## src/rtl/sms_pkg.sv

```systemverilog
// Package: shared types and constants of the status mask set unit.
// Assumes the mask field is the low 24 bits of the status register.
package sms_pkg;
    localparam int IMM_W = 24;

    // Outcome of one operation, in decreasing priority order of faults.
    typedef enum logic [2:0] {
        VD_IDLE   = 3'd0,
        VD_PRIV   = 3'd1,
        VD_RSVD   = 3'd2,
        VD_VIRT   = 3'd3,
        VD_COMMIT = 3'd4
    } verdict_e;

    // Bits of the mask field that software may set.
    function automatic logic [IMM_W-1:0] writable_mask();
        logic [IMM_W-1:0] m;
        for (int b = 0; b < IMM_W; b++) begin
            m[b] = (b >= 1 && b <= 5) || (b >= 13 && b <= 15) || (b >= 17);
        end
        return m;
    endfunction
endpackage

```

## src/rtl/sms_check.sv

```systemverilog
// Module: sms_check
// Decides the outcome of one operation with combinational logic.
// Priority: privilege, then reserved bits, then virtualization.
// Assumes cpl and vm are already extracted from the status register.
module sms_check
    import sms_pkg::*;
#(
    parameter int CPL_W = 2
) (
    input  logic             take,
    input  logic [IMM_W-1:0] imm,
    input  logic [CPL_W-1:0] cpl,
    input  logic             vm,
    output verdict_e         verdict
);
    localparam logic [IMM_W-1:0] RSV_MASK = ~writable_mask();

    // Pick the single outcome by fixed priority.
    always_comb begin
        if (!take)                      verdict = VD_IDLE;
        else if (cpl != '0)             verdict = VD_PRIV;
        else if ((imm & RSV_MASK) != 0) verdict = VD_RSVD;
        else if (vm)                    verdict = VD_VIRT;
        else                            verdict = VD_COMMIT;
    end
endmodule

```

## src/rtl/sms_merge.sv

```systemverilog
// Module: sms_merge
// Builds the candidate status value: the mask field ORed with the
// immediate, and every bit above the field passed through.
// Assumes PSR_W > IMM_W.
module sms_merge
    import sms_pkg::*;
#(
    parameter int PSR_W = 64
) (
    input  logic [PSR_W-1:0] cur,
    input  logic [IMM_W-1:0] imm,
    output logic [PSR_W-1:0] merged
);
    for (genvar g = 0; g < PSR_W; g++) begin : g_bit
        if (g < IMM_W) begin : g_mask
            // Field bit: set when the immediate bit is set.
            assign merged[g] = cur[g] | imm[g];
        end else begin : g_pass
            // Upper bit: untouched by this operation.
            assign merged[g] = cur[g];
        end
    end
endmodule

```

## src/rtl/sms_flag.sv

```systemverilog
// Module: sms_flag
// Serialize-pending flag. A set request wins over a clear request
// in the same cycle. Synchronous active-low reset.
module sms_flag (
    input  logic clk,
    input  logic rst_n,
    input  logic set,
    input  logic clr,
    output logic pend
);
    // Hold the flag from commit until acknowledge.
    always_ff @(posedge clk) begin
        if (!rst_n)   pend <= 1'b0;
        else if (set) pend <= 1'b1;
        else if (clr) pend <= 1'b0;
    end
endmodule

```

## src/rtl/sysmask_set_unit.sv

```systemverilog
// Module: sysmask_set_unit (top)
// Executes a predicated set-system-mask operation with fault checks.
// All outputs are registered: results appear one cycle after the
// operation is presented. Assumes the privilege field sits at
// CPL_LSB and the virtualization bit at VM_BIT, both above the mask field.
module sysmask_set_unit
    import sms_pkg::*;
#(
    parameter int PSR_W   = 64,
    parameter int CPL_LSB = 32,
    parameter int CPL_W   = 2,
    parameter int VM_BIT  = 46
) (
    input  logic             clk,
    input  logic             rst_n,
    input  logic             op_valid,
    input  logic             op_pred,
    input  logic [23:0]      op_imm,
    input  logic [PSR_W-1:0] psr_cur,
    input  logic             ser_ack,
    output logic             psr_we,
    output logic [PSR_W-1:0] psr_wdata,
    output logic             flt_priv,
    output logic             flt_rsvd,
    output logic             flt_virt,
    output logic             ser_pending
);
    verdict_e         verdict;
    logic [PSR_W-1:0] merged;
    logic             commit;

    sms_check #(.CPL_W(CPL_W)) u_check (
        .take    (op_valid & op_pred),
        .imm     (op_imm),
        .cpl     (psr_cur[CPL_LSB +: CPL_W]),
        .vm      (psr_cur[VM_BIT]),
        .verdict (verdict)
    );

    sms_merge #(.PSR_W(PSR_W)) u_merge (
        .cur    (psr_cur),
        .imm    (op_imm),
        .merged (merged)
    );

    assign commit = (verdict == VD_COMMIT);

    // Register the outcome onto the fault and write-port outputs.
    always_ff @(posedge clk) begin
        if (!rst_n) begin
            psr_we    <= 1'b0;
            psr_wdata <= '0;
            flt_priv  <= 1'b0;
            flt_rsvd  <= 1'b0;
            flt_virt  <= 1'b0;
        end else begin
            psr_we    <= commit;
            psr_wdata <= commit ? merged : '0;
            flt_priv  <= (verdict == VD_PRIV);
            flt_rsvd  <= (verdict == VD_RSVD);
            flt_virt  <= (verdict == VD_VIRT);
        end
    end

    sms_flag u_flag (
        .clk   (clk),
        .rst_n (rst_n),
        .set   (commit),
        .clr   (ser_ack),
        .pend  (ser_pending)
    );
endmodule

```

## config.mk

```make
export PLATFORM = sky130hd
export DESIGN_NAME = sysmask_set_unit
export DESIGN_NICKNAME = d
export VERILOG_FILES = /design/src/rtl/sms_pkg.sv /design/src/rtl/sms_check.sv /design/src/rtl/sms_merge.sv /design/src/rtl/sms_flag.sv /design/src/rtl/sysmask_set_unit.sv
export SDC_FILE = /design/constraint.sdc
export NUM_CORES = 1
export LEC_CHECK = 0
export BUFFER_PORTS_ARGS = -buffer_cell sky130_fd_sc_hd__buf_2
export CAP_MARGIN = 10
export CORE_AREA = 2 2 79 81
export DETAILED_ROUTE_END_ITERATION = 6
export DIE_AREA = 0 0 81 83
export GPL_TIMING_DRIVEN = 0
export PLACE_DENSITY = 0.73
export SYNTH_ARGS = -nofsm -noshare
export SYNTH_HDL_FRONTEND = slang
export SYNTH_SLANG_ARGS = --single-unit
```

## constraint.sdc

```tcl
create_clock -name clk -period 1.8 [get_ports clk]
set_input_delay 0.36 -clock clk [delete_from_list [all_inputs] [get_ports clk]]
set_output_delay 0.36 -clock clk [all_outputs]
set_load 0.02 [all_outputs]
```

==> impl_metrics.tcl <==
set metrics [dict create \
    status "finished clean" \
    timing.hold.ws_ps 226.4 \
    post_synth_xor_area_fraction_pct 0 \
    place_worst_setup_slack_ps -379.6 \
    setup_viol 0 \
    wire_per_inst_um 11.38 \
    internal_power_mw 2.135 \
    crit_chain "buf_2, or4b_1, nor4_4, buf_4, clkbuf_1, and2_1" \
    crit_path_top_delay_cell "or4b_1" \
    total_switching_power_mw 0.5403 \
    via_count_normalized_by_instance_count 4.123 \
    grt_max_degree 11 \
    worstPathArrival_ps 1990 \
    insertedDiodeCount 0 \
    antenna_left 0 \
    report.final.hold_viol_count 0 \
    clk_pin_slew_ps 70 \
    power_share_of_the_sequential_group_pct 57.3 \
    place_congestion 0.7278 \
    port-buffer-count 161 \
    r2r_setup_slack_ps 1200 \
    setup_slack_ps 74.25 \
    synth.area.top_cells "dfxtp_1, and2_1, o21a_1" \
    h-tree-depth 3 \
    critPathTopFamily "simple AND/OR/NAND/NOR gates" \
    clock_sinks 69 \
    syn-mean-instance-area_sq_um 12.79 \
    post_route_cells_drive_above_1_share_pct 54.55 \
    critical_path_required_ps 2070 \
    route.met3.wl_um 510 \
    synth_area_leader_cell "dfxtp_1" \
    flow.area_growth_from_synthesis_pct 55.57 \
    clk_pwr_share_pct 38.2 \
    std_cell_rows 28 \
    sequential_share_of_the_synthesized_area_pct 71.50 \
    setup.worst_path.end_class "flip-flop" \
    synth_top_family_by_area "simple AND/OR/NAND/NOR gates" \
    design.core.area_sq_um 5816 \
    detail_route.drc_violations 0 \
    final_max_slew_viol_count 0 \
    kind_of_start_point_of_the_critical_path "input pin" \
    synth_cell_types 19 \
    power_density_nw_per_um2 890.1 \
    clk-insertion-delay-late_ps 320 \
    dr_total_vias 1670 \
    p_leak_nw 1.635 \
    synth_top_area_share_pct 71.50 \
    post-route-period-util_pct 95.87 \
    cts_buffer_depth 2 \
    cts_inserted_buffers 9 \
    routed_wl_um 4607 \
    layout.core_utilization_pct 51.68 \
    synth.area.mux_share_pct 0 \
    finalCriticalPeriod_ps 1726 \
    post_synth_inst_count 151 \
    grt_pass1_vias 1572 \
    drt_first_iter_violations 18 \
    dp_hpwl_um 3705 \
    syn_area_sq_um 1932 \
    amount_of_wire_on_met2_after_detailed_routing_um 2315 \
    postSynthRegisterBits 69 \
    hold_buffers 0 \
    die_outline_area_sq_um 6723 \
    worst_clock_skew_ps 0 \
    drv_cap 0 \
    power.switching_fraction_pct 20.20 \
    initial_core_util_pct 33.22 \
    critical_path_peak_fanout 10 \
    dp_cells 389 \
    gr-usage-all-layers_pct 13.84 \
    hold_class "in -> reg" \
    gr-total-overflow 0 \
    routed_metal_1_wirelength_um 1679 \
    antenna_found_initial 0 \
    power.share.combinational_pct 4.5 \
    boundaryPins 162 \
    criticalPathCategory "in -> reg" \
    first_pass_iteration_count_of_the_detailed_router 2 \
    final_cell_count_no_fill 405 \
    critical-path-max-stage-delay_ps 580 \
    clock-root-buffer "clkbuf_8" \
    vdd.ir_drop.worst_uv 486.3 \
    cts_tree "done" \
    layout.nets 419 \
    route.top_layer_used "met4" \
    grt_setup_unrepaired "no" \
    fmax_mhz 579.5 \
    synth_adder_area_share_pct 0 \
    filler_cell_count 554 \
    synth-warning-count 0 \
    grt_pass1_wl_um 7051 \
    tns_ps 0 \
    worstPathBufferInverterCount 3 \
    compound_cell_area_share_of_the_yosys_netlist_pct 9.780 \
    horizontal_extent_of_the_die_um 81 \
    chipHeight_um 83 \
    synthSimpleGateAreaFrac_pct 16.97 \
]
[power groups by stage]
| stage | Sequential, mW | Combinational (mW) | Clock [mW] |
|---|---|---|---|
| global route | 1.53 | 0.133 | 1.15 |
| global placement | 1.57 | 0.118 | 0 |
| floorplan | 1.57 | 0.00842 | 0 |
| detailed placement | 1.57 | 0.121 | 0 |
| CTS | 1.53 | 0.121 | 1.07 |
| finish | 1.53 | 0.120 | 1.02 |
[stage by stage]
stage / area, sq um / power (mW)
3_3_place_gp: 2839 / 1.684
3_5_place_dp: 2839 / 1.687
5_1_grt: 3005 / 2.818
6_report: 3005 / 2.675
2_1_floorplan: 1939 / 1.581
4_1_cts: 3005 / 2.725
[cell usage after synthesis (all sizes together)]
cell    count
or4         1
nand3       1
nor2b       1
dfxtp      69
a31o        1
buf         3
conb        1
nor3        1
inv         1
or4b        1
and3        1
and2       37
nor4        2
clkbuf      3
nor2        2
or3         1
or4bb       1
o21a       24
[final cells by class]
| class | instances | area (sq um) | area share, % |
|---|---|---|---|
| Inverter | 1 | 3.754 | 0.1249 |
| Timing Repair Buffer | 162 | 813.3 | 27.06 |
| Multi-Input combinational cell | 77 | 528.0 | 17.57 |
| Clock buffer | 13 | 148.9 | 4.954 |
| Sequential cell | 69 | 1381 | 45.96 |
| Tap cell | 75 | 93.84 | 3.122 |
| Clock inverter | 2 | 10.01 | 0.3331 |
| Buffer | 6 | 26.28 | 0.8743 |
[per-layer routing]
layer	global-route usage, %	vias up
met3	5.761	11
met1	14.20	731
met4	7.396	0
li1	-	836
met2	23.44	92
met5	0	-
[path summary, 6_finish.rpt]
| kind | start | to | cells past startpoint |
|---|---|---|---|
| max | psr_cur[46] | psr_wdata[49] | 6 |
| min | psr_cur[14] | psr_wdata[14] | 2 |
| max reg2reg | u_flag.pend | u_flag.pend | 1 |
| min reg2reg | u_flag.pend | u_flag.pend | 1 |
[flip-flops by register name, summed over array words and instances, names as in the netlist]
signal	cells
psr_we	1
flt_priv	1
flt_virt	1
flt_rsvd	1
psr_wdata	64
u_flag.pend	1
[cells by family (layout without fill, tap and decap cells)]
logic type / Yosys count / after routing
AOI/OAI and AO/OA: 25 / 25
buffers and inverters: 7 / 184
DFF: 69 / 69
other: 1 / 3
and+or+nand+nor: 49 / 49
[cell usage in the layout (no fill, tap or decap), drive strengths merged]
cell,count
buf,165
nand3,1
o21a,24
or3,1
or4,1
nor2,2
nor4,2
clkinv,2
nor3,1
dfxtp,69
nor2b,1
and3,1
or4b,1
and2,37
or4bb,1
conb,3
inv,1
clkbuf,16
a31o,1
[what timing repair did]
action | CTS | global route
resized for setup | 0 | 0
setup buffers | 1 | 0
endpoints found under the setup margin | 35 | 0
Power figures use the tool's default switching activity.
